**config.mk**
```make
export PLATFORM = sky130hd
export DESIGN_NAME = irq_rst_seq
export DESIGN_NICKNAME = d
export VERILOG_FILES = /design/src/rtl/seq_pkg.sv /design/src/rtl/seq_line_sampler.sv /design/src/rtl/seq_rst_timer.sv /design/src/rtl/seq_fsm.sv /design/src/rtl/irq_rst_seq.sv
export SDC_FILE = /design/constraint.sdc
export NUM_CORES = 1
export LEC_CHECK = 0
export ABC_AREA = 0
export BUFFER_PORTS_ARGS = -buffer_cell sky130_fd_sc_hd__buf_2
export CORE_MARGIN = 1
export CORE_UTILIZATION = 50
export CTS_CLUSTER_DIAMETER = 60
export DETAILED_ROUTE_END_ITERATION = 8
export PLACE_DENSITY = 0.79
export SETUP_SLACK_MARGIN = 0.05
export SLEW_MARGIN = 20
export SYNTH_ARGS = -nofsm -noshare
export SYNTH_HDL_FRONTEND = slang
export SYNTH_SLANG_ARGS = --single-unit
```
**constraint.sdc**
```tcl
create_clock -name clk_i -period 2.4 [get_ports clk_i]
set_clock_uncertainty 0.15 [all_clocks]
set_input_delay 0.36 -clock clk_i [delete_from_list [all_inputs] [get_ports clk_i]]
set_output_delay 0.36 -clock clk_i [all_outputs]
set_load 0.01 [all_outputs]
```
**src/rtl/seq_pkg.sv**
```systemverilog
`timescale 1ns/1ps
package seq_pkg;
  typedef enum logic [1:0] {SRC_NONE = 2'd0, SRC_IRQ = 2'd1, SRC_NMI = 2'd2, SRC_RST = 2'd3} src_e;
  typedef enum logic [2:0] {ST_IDLE, ST_HOLD, ST_INIT, ST_ARM, ST_PUSH, ST_VLO, ST_VHI} st_e;
endpackage

```
**src/rtl/seq_line_sampler.sv**
```systemverilog
`timescale 1ns/1ps
module seq_line_sampler (
  input  logic clk_i,
  input  logic rst_ni,
  input  logic phi2_en_i,
  input  logic nmi_n_i,
  input  logic irq_n_i,
  input  logic nmi_clr_i,
  output logic nmi_hit_o,
  output logic irq_hit_o
);
  logic nmi_q, pend_q, edge_now;

  assign edge_now = phi2_en_i & nmi_q & ~nmi_n_i;

  always_ff @(posedge clk_i or negedge rst_ni) begin
    if (!rst_ni) begin
      nmi_q  <= 1'b1;
      pend_q <= 1'b0;
    end else begin
      if (phi2_en_i) nmi_q <= nmi_n_i;
      if (nmi_clr_i)     pend_q <= 1'b0;
      else if (edge_now) pend_q <= 1'b1;
    end
  end

  // an edge in the deciding sample counts at once
  assign nmi_hit_o = pend_q | edge_now;
  assign irq_hit_o = phi2_en_i & ~irq_n_i;
endmodule

```
**src/rtl/seq_rst_timer.sv**
```systemverilog
`timescale 1ns/1ps
module seq_rst_timer #(
  parameter int HOLD_MIN = 2
) (
  input  logic clk_i,
  input  logic rst_ni,
  input  logic phi2_en_i,
  input  logic res_n_i,
  output logic hold_ok_o,
  output logic start_o
);
  localparam int LO_W = $clog2(HOLD_MIN + 1);
  localparam logic [LO_W-1:0] LO_MAX = LO_W'(HOLD_MIN);

  logic            res_q;
  logic [LO_W-1:0] lo_cnt_q;

  assign hold_ok_o = (lo_cnt_q == LO_MAX);
  assign start_o   = phi2_en_i & res_n_i & ~res_q & hold_ok_o;

  always_ff @(posedge clk_i or negedge rst_ni) begin
    if (!rst_ni) begin
      res_q    <= 1'b0;
      lo_cnt_q <= LO_MAX;
    end else if (phi2_en_i) begin
      res_q <= res_n_i;
      if (!res_n_i) begin
        if (lo_cnt_q != LO_MAX) lo_cnt_q <= lo_cnt_q + LO_W'(1);
      end else begin
        lo_cnt_q <= '0;
      end
    end
  end
endmodule

```
**src/rtl/seq_fsm.sv**
```systemverilog
`timescale 1ns/1ps
module seq_fsm
  import seq_pkg::*;
#(
  parameter int INIT_CYC = 6,
  parameter int PUSH_N   = 3
) (
  input  logic                      clk_i,
  input  logic                      rst_ni,
  input  logic                      phi1_en_i,
  input  logic                      phi2_en_i,
  input  logic                      insn_end_i,
  input  logic                      i_flag_i,
  input  logic                      nmi_hit_i,
  input  logic                      irq_hit_i,
  input  logic                      hold_ok_i,
  input  logic                      rst_start_i,
  input  logic                      push_ack_i,
  output st_e                       state_o,
  output src_e                      src_o,
  output logic [$clog2(PUSH_N)-1:0] idx_o,
  output logic                      nmi_clr_o
);
  localparam int CNT_W = $clog2(INIT_CYC);
  localparam int SEL_W = $clog2(PUSH_N);
  localparam logic [CNT_W-1:0] CNT_LAST = CNT_W'(INIT_CYC - 1);
  localparam logic [SEL_W-1:0] IDX_LAST = SEL_W'(PUSH_N - 1);

  st_e              st_q, st_d;
  src_e             src_q, src_d;
  logic [CNT_W-1:0] cnt_q, cnt_d;
  logic [SEL_W-1:0] idx_q, idx_d;

  always_comb begin
    st_d  = st_q;
    src_d = src_q;
    cnt_d = cnt_q;
    idx_d = idx_q;
    if (rst_start_i) begin
      st_d  = ST_INIT;
      src_d = SRC_RST;
      cnt_d = '0;
    end else if (hold_ok_i) begin
      st_d  = ST_HOLD;
      src_d = SRC_RST;
    end else begin
      unique case (st_q)
        ST_IDLE: if (phi2_en_i && insn_end_i) begin
          if (nmi_hit_i) begin
            st_d  = ST_ARM;
            src_d = SRC_NMI;
          end else if (irq_hit_i && !i_flag_i) begin
            st_d  = ST_ARM;
            src_d = SRC_IRQ;
          end
        end
        ST_HOLD: ;
        ST_INIT: if (phi1_en_i) begin
          if (cnt_q == CNT_LAST) st_d = ST_VLO;
          else                   cnt_d = cnt_q + CNT_W'(1);
        end
        ST_ARM: if (phi1_en_i) begin
          st_d  = ST_PUSH;
          idx_d = '0;
        end
        ST_PUSH: if (push_ack_i) begin
          if (idx_q == IDX_LAST) st_d = ST_VLO;
          else                   idx_d = idx_q + SEL_W'(1);
        end
        ST_VLO: if (phi1_en_i) st_d = ST_VHI;
        ST_VHI: if (phi1_en_i) begin
          st_d  = ST_IDLE;
          src_d = SRC_NONE;
        end
        default: st_d = ST_IDLE;
      endcase
    end
  end

  always_ff @(posedge clk_i or negedge rst_ni) begin
    if (!rst_ni) begin
      st_q  <= ST_HOLD;
      src_q <= SRC_RST;
      cnt_q <= '0;
      idx_q <= '0;
    end else begin
      st_q  <= st_d;
      src_q <= src_d;
      cnt_q <= cnt_d;
      idx_q <= idx_d;
    end
  end

  assign state_o   = st_q;
  assign src_o     = src_q;
  assign idx_o     = idx_q;
  assign nmi_clr_o = (st_q == ST_HOLD) |
                     ((st_q == ST_ARM) & phi1_en_i & (src_q == SRC_NMI));
endmodule

```
**src/rtl/irq_rst_seq.sv**
```systemverilog
`timescale 1ns/1ps
module irq_rst_seq
  import seq_pkg::*;
#(
  parameter int ADDR_W   = 16,
  parameter int INIT_CYC = 6,
  parameter int HOLD_MIN = 2,
  parameter int PUSH_N   = 3
) (
  input  logic                      clk_i,
  input  logic                      rst_ni,
  input  logic                      res_n_i,
  input  logic                      nmi_n_i,
  input  logic                      irq_n_i,
  input  logic                      i_flag_i,
  input  logic                      phi1_en_i,
  input  logic                      phi2_en_i,
  input  logic                      insn_end_i,
  input  logic                      push_ack_i,
  output logic                      svc_req_o,
  output logic [1:0]                src_o,
  output logic                      push_req_o,
  output logic [$clog2(PUSH_N)-1:0] push_sel_o,
  output logic                      vec_rd_o,
  output logic [ADDR_W-1:0]         vec_addr_o,
  output logic                      set_i_o,
  output logic                      wr_inhibit_o
);
  localparam logic [ADDR_W-1:0] TOP_ADDR = {ADDR_W{1'b1}};
  localparam logic [ADDR_W-1:0] VEC_IRQ  = TOP_ADDR - ADDR_W'(1);
  localparam logic [ADDR_W-1:0] VEC_RST  = TOP_ADDR - ADDR_W'(3);
  localparam logic [ADDR_W-1:0] VEC_NMI  = TOP_ADDR - ADDR_W'(5);

  logic nmi_hit, irq_hit, nmi_clr, hold_ok, rst_start;
  st_e  state;
  src_e src;
  logic [ADDR_W-2:0] base_hi;

  seq_line_sampler u_lines (
    .clk_i, .rst_ni, .phi2_en_i, .nmi_n_i, .irq_n_i,
    .nmi_clr_i(nmi_clr), .nmi_hit_o(nmi_hit), .irq_hit_o(irq_hit)
  );

  seq_rst_timer #(.HOLD_MIN(HOLD_MIN)) u_rst (
    .clk_i, .rst_ni, .phi2_en_i, .res_n_i,
    .hold_ok_o(hold_ok), .start_o(rst_start)
  );

  seq_fsm #(.INIT_CYC(INIT_CYC), .PUSH_N(PUSH_N)) u_fsm (
    .clk_i, .rst_ni, .phi1_en_i, .phi2_en_i, .insn_end_i, .i_flag_i,
    .nmi_hit_i(nmi_hit), .irq_hit_i(irq_hit), .hold_ok_i(hold_ok),
    .rst_start_i(rst_start), .push_ack_i, .state_o(state), .src_o(src),
    .idx_o(push_sel_o), .nmi_clr_o(nmi_clr)
  );

  always_comb begin
    unique case (src)
      SRC_NMI: base_hi = VEC_NMI[ADDR_W-1:1];
      SRC_RST: base_hi = VEC_RST[ADDR_W-1:1];
      default: base_hi = VEC_IRQ[ADDR_W-1:1];
    endcase
  end

  assign svc_req_o    = (state != ST_IDLE);
  assign src_o        = src;
  assign push_req_o   = (state == ST_PUSH);
  assign vec_rd_o     = (state == ST_VLO) | (state == ST_VHI);
  assign vec_addr_o   = vec_rd_o ? {base_hi, state == ST_VHI} : '0;
  assign set_i_o      = (state == ST_VLO);
  assign wr_inhibit_o = ~res_n_i | (state == ST_HOLD);
endmodule

```
# == Word-level counts from Yosys, hierarchy flattened ==
# Cells that the tools add are included.
# classes
n_reduce_logical,16
addsub,3
eq_ne,27
n_mux,34
bitwise_logic,18
# ops
op,n
2-to-1 mux 3 bit,17
one-hot mux 3 bit (7 select lines),1
2-to-1 mux 2 bit,10
2-to-1 mux 16 bit,1
== test 3 bit (second input constant),4
inequality test 2 bit (second input constant),6
inequality test 4 x 3 -> 1 bit (second input constant),3
one-hot mux 2 bit (2 select lines),3
AND reduction 10 bit,1
nonzero test 2 bit,5
AND 1 bit,8
== test 2 bit (second input constant),4
inequality test 4 x 2 -> 1 bit (second input constant),2
inequality test 4 bit (second input constant),2
AND reduction 4 bit,2
== test 3 x 2 -> 1 bit (second input constant),2
inverter 1 bit,6
AND reduction 6 bit,1
inequality test 5 x 4 -> 1 bit (second input constant),1
adder 2 x 1 -> 2 bit (second input constant),2
inequality test 4 x 1 -> 1 bit (second input constant),1
bitwise OR 1 bit,4
nonzero test 4 bit,1
adder 3 x 1 -> 3 bit (second input constant),1
8 further kinds,10
# word_totals
regBits,15
in_bits,10
out_inout_bits,25
elab_cells,106

# == Logic depth before layout (Yosys ltp) ==
# Gate-level depths: netlist of run 1.
# logic_depth
word_depth,9
mapped_depth,8
mapped_depth_nobuf,7

# == Cells and area by module ==
# A second synthesis of run 1 with hierarchy kept.
# hier_totals
cells_unflattened,134
hier_area_um2,1151.1
# modules_own_cells
mod,instances,seq_area_each_um2,cells_per_inst,area_each_um2
seq_fsm,1,254.0,85,721.9
irq_rst_seq,1,0.0,25,172.7
seq_rst_timer,1,76.3,16,163.9
seq_line_sampler,1,51.3,8,92.6

# == Worst setup path after synthesis of run 1 ==
# OpenSTA, ideal clock, no wires.
# synth_path
path_type,register to output
from,"reg u_fsm.st_q[0], in the netlist u_fsm.state_o[0]"
to,out vec_addr_o[10]
path_buffers,3
t_arrival_ps,1673
path_slack_ps,217
required_time_ps,1890
path_stages_with_launch,7
cell_sequence,dfstp_2 -> buf_2 -> buf_1 -> xor2_1 -> nand2_1 -> inv_1 -> buf_4
# synth_between
elab_chain_cells,3
elab_cells_between_ends,4
cone_classes,eq/ne (2); mux (1); bitwise (1)
# synth_rtl
item,line,rtl
start: declaration,seq_fsm.sv:29,"st_e st_q, st_d;"
start signal: assignment,seq_fsm.sv:87,st_q <= st_d;
== test 3 bit,irq_rst_seq.sv:67,assign vec_rd_o = (state == ST_VLO) | (state == ST_VHI);
bitwise OR 1 bit (*),irq_rst_seq.sv:67,
net vec_rd_o,irq_rst_seq.sv:24,"output logic vec_rd_o,"
2-to-1 mux 16 bit (*),irq_rst_seq.sv:68,"assign vec_addr_o = vec_rd_o ? {base_hi, state == ST_VHI} : '0;"
end: declaration,irq_rst_seq.sv:25,"output logic [ADDR_W-1:0] vec_addr_o,"
# The timed path passes the listed nets; every way through them passes the cells marked *.

# == Final worst setup path of run 1 ==
# layout_path
from,reg u_rst.lo_cnt_q[1]
to,"reg u_fsm.st_q[1], in the netlist u_fsm.state_o[1]"
# layout_between
elab_chain_cells,4
elab_cells_between_ends,15
cone_classes,eq/ne (11); mux (2); bitwise (1); reduce/logical (1)
# layout_rtl
item,line,rtl
start: declaration,seq_rst_timer.sv:16,logic [LO_W-1:0] lo_cnt_q;
start signal: assignment,seq_rst_timer.sv:28,if (lo_cnt_q != LO_MAX) lo_cnt_q <= lo_cnt_q + LO_W'(1);
== test 2 bit (*),seq_rst_timer.sv:18,assign hold_ok_o = (lo_cnt_q == LO_MAX);
AND 1 bit,seq_rst_timer.sv:19,assign start_o = phi2_en_i & res_n_i & ~res_q & hold_ok_o;
inequality test 5 x 4 -> 1 bit (no source line) (tied with other cells),n/a,
AND reduction 10 bit (no source line),n/a,
# Mark *: on every way between the ends. The rest lies on a longest branch, timed or not.
# A chain may end at the register's enable or synchronous reset.

==> results of run 1 <==
where the power goes:
part	internal (mW)	total [mW]	switching [mW]
clock network	0.0621	0.145	0.0826
registers	0.379	0.515	0.136
logic	0.479	1.08	0.602
total	0.920	1.74	0.821
stage by stage:
| stage | cell area, sq um | hold WS (ns) |
|---|---|---|
| after floorplan | 1140 | -0.0856 |
| after global placement | 1220 | 0.134 |
| after detailed placement | 1220 | 0.138 |
| after CTS | 1260 | 0.127 |
| after global routing | 1260 | 0.147 |
| final | 1260 | 0.142 |
kinds of logic after synthesis:
logic type	synth area share, %
compound gates	16.7
flops	33.6
buf+inv	14.9
xor+xnor	2.31
simple gates	21.2
mux	5.83
fa+ha+maj	5.50
layer usage:
layer | vias to the layer above | part of all wire, %
li1 | 487 | -
met1 | 464 | 42
met2 | 36 | 50
met3 | 7 | 5.0
met4 | 0 | 2.1
met5 | - | 0
worst max path at each step:
stage	to	slack [ns]	depth (start not counted)	startpoint
6_report	u_fsm.state_o[1]$_DFFE_PN0P_	0.21	6	u_rst.lo_cnt_q[1]$_DFFE_PN1P_
5_1_grt	vec_addr_o[8]	0.11	4	u_fsm.state_o[0]$_DFFE_PN1P_
4_1_cts	u_fsm.state_o[1]$_DFFE_PN0P_	0.21	6	u_rst.lo_cnt_q[1]$_DFFE_PN1P_
3_5_place_dp	u_fsm.state_o[1]$_DFFE_PN0P_	0.25	6	u_rst.lo_cnt_q[1]$_DFFE_PN1P_
3_3_place_gp	u_fsm.state_o[1]$_DFFE_PN0P_	0.32	6	u_rst.lo_cnt_q[1]$_DFFE_PN1P_
2_1_floorplan	vec_addr_o[10]	0.22	6	u_fsm.state_o[0]$_DFFE_PN1P_
worst max-delay path: stages (launching register included):
cell and delay (ns):
sky130_fd_sc_hd__dfstp_2 0.57, sky130_fd_sc_hd__ha_1 0.27, sky130_fd_sc_hd__inv_1 0.13, sky130_fd_sc_hd__a32o_1 0.26
sky130_fd_sc_hd__a21oi_1 0.20, sky130_fd_sc_hd__o311ai_4 0.15, sky130_fd_sc_hd__mux2_1 0.32
sequential cells by signal, indices dropped and copies added, names as in the netlist:
signal	cells
u_rst.res_q	1
u_rst.lo_cnt_q	2
u_fsm.cnt_q	3
u_fsm.src_o	2
u_fsm.state_o	3
u_fsm.idx_o	2
u_lines.pend_q	1
u_lines.nmi_q	1
layout by cell type, fill, tap and decap left out, drive strengths merged, types with 2 or more instances in the layout:
master  count
nand3       2
a21oi      12
xor2        2
buf        36
nand2      13
nor2       14
dfstp       5
nor3        5
nor2b       4
o21ai       7
inv        10
mux2        5
dfrtp      10
ha          5
clkbuf      3
o22ai       3
layout make-up:
class	count	area share, %
multi-input combinational	89	46.5
sequential	15	30.2
timing repair buffer	37	15.5
inverter	10	2.97
tap	27	2.68
clock buffer	3	1.78
clock inverter	1	0.396
repair_timing:
item                                   4_1_cts  5_1_grt
gates resized for setup                      0        0
endpoints found under the hold margin       10        0
hold buffers                                 1        0
==> metrics.md, run 1 <==
| Metric | Value |
|---|---|
| Result of the run | finished, final reports clean |
| Buffers from clock root to sink, at most | 2 |
| Initial standard-cell utilization of the core | 55.7% |
| Total detailed-routing wirelength | 2.49 mm |
| Time the worst path needs with I/O delays and setup | 2.19 ns |
| Met2 Track Usage GR | 40.5% |
| Synth cell types | 39 |
| Violation count after the first detailed-route iteration | 27 |
| Largest net degree at the start of global routing | 16 |
| Width of the chip | 49.7 um |
| Ranking of synthesized cells by area | sky130_fd_sc_hd__dfrtp_1 (22%), sky130_fd_sc_hd__dfstp_2 (12%), sky130_fd_sc_hd__buf_4 (8.6%) |
| Placeable core region | 2040 sq um |
| Fill cell total of the finished layout | 191 |
| Crit start category | register |
| RSZ-0062 raised after global routing | no |
| Part of the Yosys area used for sequential elements | 33.6% |
| Antenna violations before repair | 0 |
| Critical hold path startpoint | res_n_i |
| Vertical extent of the die | 49.7 um |
| Number of clock sinks | 15 |
| Crit path required time | 2.42 ns |
| Post-route DRC | 0 |
| Minimum setup slack among reg-to-reg paths | 0.21 ns |
| Clock root cell | sky130_fd_sc_hd__clkbuf_4 |
| Via/cell ratio | 5.46 |
| First-pass GRT wire length | 4.24 mm |
| Post-DP HPWL | 1.91 mm |
| Count of antenna diodes in the layout | 0 |
| Final setup violation count | 0 |
| Met3 capacity usage during global routing | 2.78% |
| Synth Cell Area | 1140 sq um |
| Critical path capture point type | register |
| Number of warnings printed during yosys synthesis | 0 |
| Cells after synthesis | 133 |
| Arrival time of the worst setup path | 2.21 ns |
| Most instantiated cells after synthesis | sky130_fd_sc_hd__nor2_1 (14), sky130_fd_sc_hd__buf_4 (13), sky130_fd_sc_hd__nand2_1 (13) |
| Main synth FF type | sky130_fd_sc_hd__dfrtp_1 |
| Number of standard cells in the layout, taps in and fillers out | 182 |
| Utilization after layout | 61.8% |
| Synth top area share | 22.0% |
| Cell area power density | 1380 nW/um^2 |
| Syn_area_per_cell | 8.55 sq um |
| Most frequently used cell type in the post-synthesis netlist | sky130_fd_sc_hd__nor2_1 |
| Peak supply drop | 0.673 mV |
| Final Slew Violations | 0 |
| Clock transition at path regs | 0.09 ns |
| Global router's overall resource usage | 22.4% |
| Worst setup margin | 0.211 ns |
| FP Rows | 16 |
| Count of endpoints failing hold in the final timing report | 0 |
| Post-Place Cells | 177 |
| Synth Net Count | 148 |
| Average wire per cell in the routed design | 13.7 um |
| Worst-skew pair later-pin latency | 0.29 ns |
| Crit Path Class | reg2reg |
| Vias in the first global route | 966 |
| Grt total ovfl | 0 |
| H-tree depth | 1 |
| Worst r2r dst | u_fsm.state_o[1]$_DFFE_PN0P_ |
| Hold Path Class | in2reg |
| GRT met1 Usage | 26.7% |
| Area of all sequential standard cells | 382 sq um |
| Multi-input combinational cell area | 587 sq um |
| End of the worst hold path | u_rst.lo_cnt_q[1]$_DFFE_PN1P_ |
| Summed negative setup slack over all endpoints | 0 ns |
| Post-layout nets | 171 |
| Overall power consumption | 1.74 mW |
| Number of clock buffers inserted by TritonCTS | 3 |
| WHS Path Cells | 2 |
| TritonCTS clock tree | yes |
| Share of the cycle needed by the critical path after routing | 91.2% |
| Leakage component of the power | 0.622 nW |
| Post-placement setup slack | 0.246 ns |
| Highest achievable clock rate | 457 MHz |
| Count of flip-flops with a built-in enable after synthesis | 0 |
| Critical Path Fanout Max | 7 |
| Count of cells along the worst register-to-register path | 6 |
| Most Crowded Layer GR | met2 |
| Total of buffers placed on input and output ports | 34 |
| Layout overhead on the synthesized area | 11.0% |
| Seq cells post-synth | 15 |
| Die area | 2470 sq um |
| Asr flop ratio synth | 100% |
| DRT antenna net count | 0 |
| Dominant cell type by area after synthesis | sky130_fd_sc_hd__dfrtp_1 |
| Overall via count from detail_route | 994 |
| Actual slew at the worst max-slew pin | 0.413 ns |
| Worst slew margin | 72.3% |
| Buffers inserted by post-CTS timing repair | 0 |
| Share of cells above drive strength 1 | 34.8% |
| Top-level port count | 35 |
| Global placement routability congestion | 0.843 |
| Source of the worst register-to-register timing path | u_rst.lo_cnt_q[1]$_DFFE_PN1P_ |
| Max-capacitance violation count | 0 |
| First-pass detailed-route iteration total | 4 |
No activity file was read; power rests on OpenSTA's default activity.
==> run 2: changes to the inputs <==
--- a/config.mk
+++ b/config.mk
@@ -7,5 +7,5 @@
 export LEC_CHECK = 0
 export ABC_AREA = 0
-export BUFFER_PORTS_ARGS = -buffer_cell sky130_fd_sc_hd__buf_2
+export BUFFER_PORTS_ARGS = -buffer_cell sky130_fd_sc_hd__buf_4
 export CORE_MARGIN = 1
 export CORE_UTILIZATION = 50
==> constraint.sdc (replaced) <==
create_clock -name clk_i -period 2.4 [get_ports clk_i]
set_clock_uncertainty 0.15 [all_clocks]
set_input_delay 0 -clock clk_i [delete_from_list [all_inputs] [get_ports clk_i]]
set_output_delay 0 -clock clk_i [all_outputs]
set_load 0.01 [all_outputs]
==> metrics.md, run 2 (synthesized netlist as in run 1, its figures left out) <==
| Metric | Value |
|---|---|
| Result of the run | finished, final reports clean (unchanged) |
| Global router's overall resource usage | 23.4% (was 22.4%) |
| Global placement routability congestion | 0.844 (was 0.843) |
| H-tree depth | 1 (unchanged) |
| Grt total ovfl | 0 (unchanged) |
| Final Slew Violations | 0 (unchanged) |
| Total detailed-routing wirelength | 2.63 mm (was 2.49 mm) |
| Via/cell ratio | 5.54 (was 5.46) |
| DRT antenna net count | 0 (unchanged) |
| Critical path capture point type | register (unchanged) |
| Width of the chip | 49.7 um (unchanged) |
| Worst slew margin | 63.8% (was 72.3%) |
| TritonCTS clock tree | yes (unchanged) |
| Buffers from clock root to sink, at most | 2 (unchanged) |
| Time the worst path needs with I/O delays and setup | 2.23 ns (was 2.19 ns) |
| Post-placement setup slack | 0.204 ns (was 0.246 ns) |
| Cts repair resizes | 0 (unchanged) |
| Max stage delay cell, worst path | sky130_fd_sc_hd__dfstp_2 (unchanged) |
| First-pass GRT wire length | 4.44 mm (was 4.24 mm) |
| Commonest cells after routing, fill and taps aside | sky130_fd_sc_hd__buf_4 (36), sky130_fd_sc_hd__nor2_1 (14), sky130_fd_sc_hd__nand2_1 (13) (was sky130_fd_sc_hd__buf_2 (34), sky130_fd_sc_hd__nor2_1 (14), sky130_fd_sc_hd__nand2_1 (13)) |
| Crit start category | register (unchanged) |
| Crit path required time | 2.42 ns (about the same) |
| Antenna violations before repair | 0 (unchanged) |
| Cell area power density | 1330 nW/um^2 (was 1380 nW/um^2) |
| Count of hold buffers inserted by post-cts repair | 7 (was 1) |
| Multi-input combinational cell area | 587 sq um (unchanged) |
| Violation count after the first detailed-route iteration | 24 (was 27) |
| Number of clock sinks | 15 (unchanged) |
| Post-layout nets | 177 (was 171) |
| Max-capacitance violation count | 0 (unchanged) |
| Highest achievable clock rate | 449 MHz (was 457 MHz) |
| Clock root cell | sky130_fd_sc_hd__clkbuf_4 (unchanged) |
| Peak supply drop | 0.803 mV (was 0.673 mV) |
| RSZ-0062 raised after global routing | no (unchanged) |
| Vertical extent of the die | 49.7 um (unchanged) |
| Average wire per cell in the routed design | 14.0 um (was 13.7 um) |
| Buffers inserted by post-CTS timing repair | 0 (unchanged) |
| Final setup violation count | 0 (unchanged) |
| Count of antenna diodes in the layout | 0 (unchanged) |
| Count of endpoints failing hold in the final timing report | 0 (unchanged) |
| Post-DP HPWL | 1.90 mm (was 1.91 mm) |
| FP Rows | 16 (unchanged) |
| Number of clock buffers inserted by TritonCTS | 3 (unchanged) |
| Placeable core region | 2040 sq um (unchanged) |
| Area of all sequential standard cells | 382 sq um (unchanged) |
| Arrival time of the worst setup path | 2.25 ns (was 2.21 ns) |
| Worst-path cell chain | ha_1, inv_1, a32o_1, a21oi_1, o311ai_4, mux2_1 (unchanged) |
| Clock transition at path regs | 0.09 ns (about the same) |
| Crit Path Class | reg2reg (unchanged) |
| Top-level port count | 35 (unchanged) |
| Overall power consumption | 1.87 mW (was 1.74 mW) |
| First-pass detailed-route iteration total | 4 (unchanged) |
| Leakage component of the power | 0.661 nW (was 0.622 nW) |
| Actual slew at the worst max-slew pin | 0.541 ns (was 0.413 ns) |
| Summed negative setup slack over all endpoints | 0 ns (unchanged) |
| Overall via count from detail_route | 1042 (was 994) |
| Share of cells above drive strength 1 | 32.9% (was 34.8%) |
| Critical Path Max Stage Delay | 0.56 ns (was 0.57 ns) |
| Hold Path Class | in2reg (unchanged) |
| Layout overhead on the synthesized area | 23.7% (was 11.0%) |
| Total of buffers placed on input and output ports | 34 (unchanged) |
| Commonest non-fill, non-tap cell in the layout | sky130_fd_sc_hd__buf_4 (was sky130_fd_sc_hd__buf_2) |
| Largest net degree at the start of global routing | 17 (was 16) |
| Fill cell total of the finished layout | 175 (was 191) |
| Share of the cycle needed by the critical path after routing | 92.8% (was 91.2%) |
| Critical Path Fanout Max | 7 (unchanged) |
| Vias in the first global route | 1060 (was 966) |
| Die area | 2470 sq um (unchanged) |
| Post-route DRC | 0 (unchanged) |
| Initial standard-cell utilization of the core | 55.7% (unchanged) |
| Worst-skew pair later-pin latency | 0.28 ns (was 0.29 ns) |
| Worst setup margin | 0.173 ns (was 0.211 ns) |
run 2: routing by layer:
layer	global-route usage (%)	vias to the layer above	share of wire, %
li1	-	500	-
met1	27.8	498	45
met5	0	-	0
met2	41.9	38	50
met3	2.16	6	3.3
met4	11.0	0	1.9
run 2: cell type report:
cell class	instances	share of cell area (%)
Tap cell	27	2.40
Sequential cell	15	27.1
Clock buffer	4	1.87
Multi-Input combinational cell	89	41.7
Inverter	10	2.67
Timing Repair Buffer	43	24.2
run 2: metrics by stage:
stage / utilization (%) / instances / cell area, sq um / hold slack [ns]
6_report: 68.9 / 188 / 1410 / 0.0754
5_1_grt: 68.9 / 188 / 1410 / 0.0880
4_1_cts: 68.9 / 188 / 1410 / 0.0658
3_5_place_dp: 64.2 / 177 / 1310 / -0.282
3_3_place_gp: 64.2 / 177 / 1310 / -0.286
2_1_floorplan: - / 133 / 1140 / -0.446
run 2: where the power goes:
part	switching (mW)	internal (mW)	total, mW
Combinational	0.632	0.593	1.23
Sequential	0.121	0.378	0.499
Clock	0.0794	0.0645	0.144
Total	0.833	1.04	1.87
run 2: path summary, 6_finish.rpt:
kind                                          startpoint                            end  slack [ns]  depth (start not counted)
min in group asynchronous                         rst_ni      u_lines.nmi_q$_DFFE_PN1P_        0.09                          2
max in group asynchronous                         rst_ni   u_fsm.state_o[2]$_DFFE_PN0P_        1.05                          3
setup / recovery           u_rst.lo_cnt_q[1]$_DFFE_PN1P_   u_fsm.state_o[1]$_DFFE_PN0P_        0.17                          6
hold / removal                                push_ack_i     u_fsm.idx_o[1]$_DFFE_PN0P_        0.08                          4
hold reg to reg            u_rst.lo_cnt_q[0]$_DFFE_PN0P_  u_rst.lo_cnt_q[0]$_DFFE_PN0P_        0.34                          1
setup reg to reg           u_rst.lo_cnt_q[1]$_DFFE_PN1P_   u_fsm.state_o[1]$_DFFE_PN0P_        0.17                          6
run 2: worst max-delay path: cells and delay by family (launching register included):
kind,cells,cell delay [ns]
compound gates,3,0.64
buf+inv,1,0.16
flops,1,0.56
fa+ha+maj,1,0.27
mux,1,0.33
==> run 3: changes to the inputs <==
CORE_ASPECT_RATIO = 0.9   (was default)
SKIP_LAST_GASP = 1   (was default)
==> metrics.md, run 3 (synthesized netlist as in run 1, its figures left out) <==
| Metric | Value |
|---|---|
| Commonest cells after routing, fill and taps aside | sky130_fd_sc_hd__buf_4 (37), sky130_fd_sc_hd__nor2_1 (14), sky130_fd_sc_hd__nand2_1 (13) (was sky130_fd_sc_hd__buf_4 (36), sky130_fd_sc_hd__nor2_1 (14), sky130_fd_sc_hd__nand2_1 (13)) |
| Share of cells above drive strength 1 | 34.0% (was 32.9%) |
| First-pass detailed-route iteration total | 4 (unchanged) |
| Global router's overall resource usage | 22.0% (was 23.4%) |
| Worst slew margin | 68.5% (was 63.8%) |
| Leakage component of the power | 0.669 nW (was 0.661 nW) |
| Overall via count from detail_route | 1044 (was 1042) |
| Placeable core region | 2160 sq um (was 2040 sq um) |
| Arrival time of the worst setup path | 2.28 ns (was 2.25 ns) |
| Number of standard cells in the layout, taps in and fillers out | 189 (was 188) |
| DRT antenna net count | 0 (unchanged) |
| Commonest non-fill, non-tap cell in the layout | sky130_fd_sc_hd__buf_4 (unchanged) |
| Final setup violation count | 0 (unchanged) |
| TritonCTS clock tree | yes (unchanged) |
| Global placement routability congestion | 0.867 (was 0.844) |
| First-pass GRT wire length | 3.83 mm (was 4.44 mm) |
| Number of clock sinks | 15 (unchanged) |
| Final Slew Violations | 0 (unchanged) |
| Grt total ovfl | 0 (unchanged) |
| Vertical extent of the die | 47.2 um (was 49.7 um) |
| Layout overhead on the synthesized area | 24.4% (was 23.7%) |
| Top-level port count | 35 (unchanged) |
| Post-Route Hold Slack | 0.0652 ns (was 0.0754 ns) |
| Time the worst path needs with I/O delays and setup | 2.24 ns (was 2.23 ns) |
| Area of all placed cells without fillers | 1420 sq um (was 1410 sq um) |
| Clock root cell | sky130_fd_sc_hd__clkbuf_4 (unchanged) |
| Crit start category | register (unchanged) |
| Buffers inserted by post-CTS timing repair | 0 (unchanged) |
| Violation count after the first detailed-route iteration | 31 (was 24) |
| Vias in the first global route | 843 (was 1060) |
| Die area | 2470 sq um (about the same) |
| Antenna violations before repair | 0 (unchanged) |
| Largest net degree at the start of global routing | 16 (was 17) |
| Buffers from clock root to sink, at most | 2 (unchanged) |
| Count of antenna diodes in the layout | 0 (unchanged) |
| Area of placed instances | 1320 sq um (was 1310 sq um) |
| Clock transition at path regs | 0.09 ns (about the same) |
| Crit Path Class | reg2reg (unchanged) |
| Share of the cycle needed by the critical path after routing | 93.5% (was 92.8%) |
| Width of the chip | 52.3 um (was 49.7 um) |
| Summed negative setup slack over all endpoints | 0 ns (unchanged) |
| Crit path required time | 2.43 ns (was 2.42 ns) |
| Peak supply drop | 0.823 mV (was 0.803 mV) |
| Cell area power density | 1340 nW/um^2 (was 1330 nW/um^2) |
| Post-layout nets | 178 (was 177) |
| Worst-skew pair later-pin latency | 0.30 ns (was 0.28 ns) |
| FP Rows | 16 (unchanged) |
| Minimum setup slack among reg-to-reg paths | 0.16 ns (was 0.17 ns) |
| Fill cell total of the finished layout | 185 (was 175) |
| Post-route DRC | 0 (unchanged) |
| Number of clock buffers inserted by TritonCTS | 3 (unchanged) |
| Total of buffers placed on input and output ports | 34 (unchanged) |
| Actual slew at the worst max-slew pin | 0.470 ns (was 0.541 ns) |
| Count of endpoints failing hold in the final timing report | 0 (unchanged) |
| RSZ-0062 raised after global routing | no (unchanged) |
| Post-Place Cells | 178 (was 177) |
| Hold Path Class | in2async (was in2reg) |
| Via/cell ratio | 5.52 (was 5.54) |
| Post-DP HPWL | 1.82 mm (was 1.90 mm) |
| H-tree depth | 1 (unchanged) |
| Critical path capture point type | register (unchanged) |
| Total detailed-routing wirelength | 2.52 mm (was 2.63 mm) |
| Initial standard-cell utilization of the core | 52.6% (was 55.7%) |
| Highest achievable clock rate | 446 MHz (was 449 MHz) |
| Result of the run | finished, final reports clean (unchanged) |
| Max-capacitance violation count | 0 (unchanged) |
| Critical Path Fanout Max | 7 (unchanged) |
| Average wire per cell in the routed design | 13.3 um (was 14.0 um) |
[run 3: report_power, final]
part / leakage (nW) / internal [mW] / switching, mW
Combinational: 0.470 / 0.604 / 0.647
Clock: 0.0177 / 0.0622 / 0.0875
Sequential: 0.181 / 0.379 / 0.111
Total: 0.669 / 1.04 / 0.845
[run 3: metrics by stage]
stage / setup slack, ns / total power [mW] / utilization, %
final: 0.156 / 1.89 / 65.5
after global routing: 0.0580 / 2.06 / 65.5
after CTS: 0.178 / 1.89 / 65.5
after detailed placement: 0.206 / 1.71 / 60.9
after global placement: 0.314 / 1.67 / 60.9
after floorplan: 0.369 / 1.41 / -
[run 3: path summary, 6_finish.rpt]
path	cells past startpoint	start	endpoint
setup / recovery	6	u_rst.lo_cnt_q[1]$_DFFE_PN1P_	u_fsm.state_o[1]$_DFFE_PN0P_
hold / removal	2	rst_ni	u_rst.lo_cnt_q[1]$_DFFE_PN1P_
setup reg to reg	6	u_rst.lo_cnt_q[1]$_DFFE_PN1P_	u_fsm.state_o[1]$_DFFE_PN0P_
hold reg to reg	1	u_rst.lo_cnt_q[0]$_DFFE_PN0P_	u_rst.lo_cnt_q[0]$_DFFE_PN0P_
max in group asynchronous	3	rst_ni	u_fsm.idx_o[0]$_DFFE_PN0P_
min in group clk_i	4	push_ack_i	u_fsm.idx_o[0]$_DFFE_PN0P_
[run 3: layout make-up]
| type | instances | area (sq um) | area share [%] |
|---|---|---|---|
| multi-input combinational | 89 | 587 | 41.5 |
| sequential | 15 | 382 | 27.0 |
| timing repair buffer | 44 | 348 | 24.6 |
| inverter | 10 | 37.5 | 2.65 |
| tap | 27 | 33.8 | 2.39 |
| clock buffer | 3 | 22.5 | 1.59 |
| clock inverter | 1 | 5.00 | 0.354 |
[run 3: critical path, stage by stage (launching register included)]
cell and delay (ns):
sky130_fd_sc_hd__dfstp_2 0.57, sky130_fd_sc_hd__ha_1 0.30, sky130_fd_sc_hd__inv_1 0.14, sky130_fd_sc_hd__a32o_1 0.26, sky130_fd_sc_hd__a21oi_1 0.22, sky130_fd_sc_hd__o311ai_4 0.15
sky130_fd_sc_hd__mux2_1 0.34
[run 3: per-layer routing]
metal,routed length [um],part of all wire [%],track usage [%]
met2,1260,50,37.4
met5,0,0,0
met4,19,0.75,4.74
met1,1070,42,27.4
met3,169,6.7,7.77
[run 3: what timing repair did]
item	CTS	global route
hold buffers	7	0
resized for setup	0	0
endpoints found under the hold margin	23	0
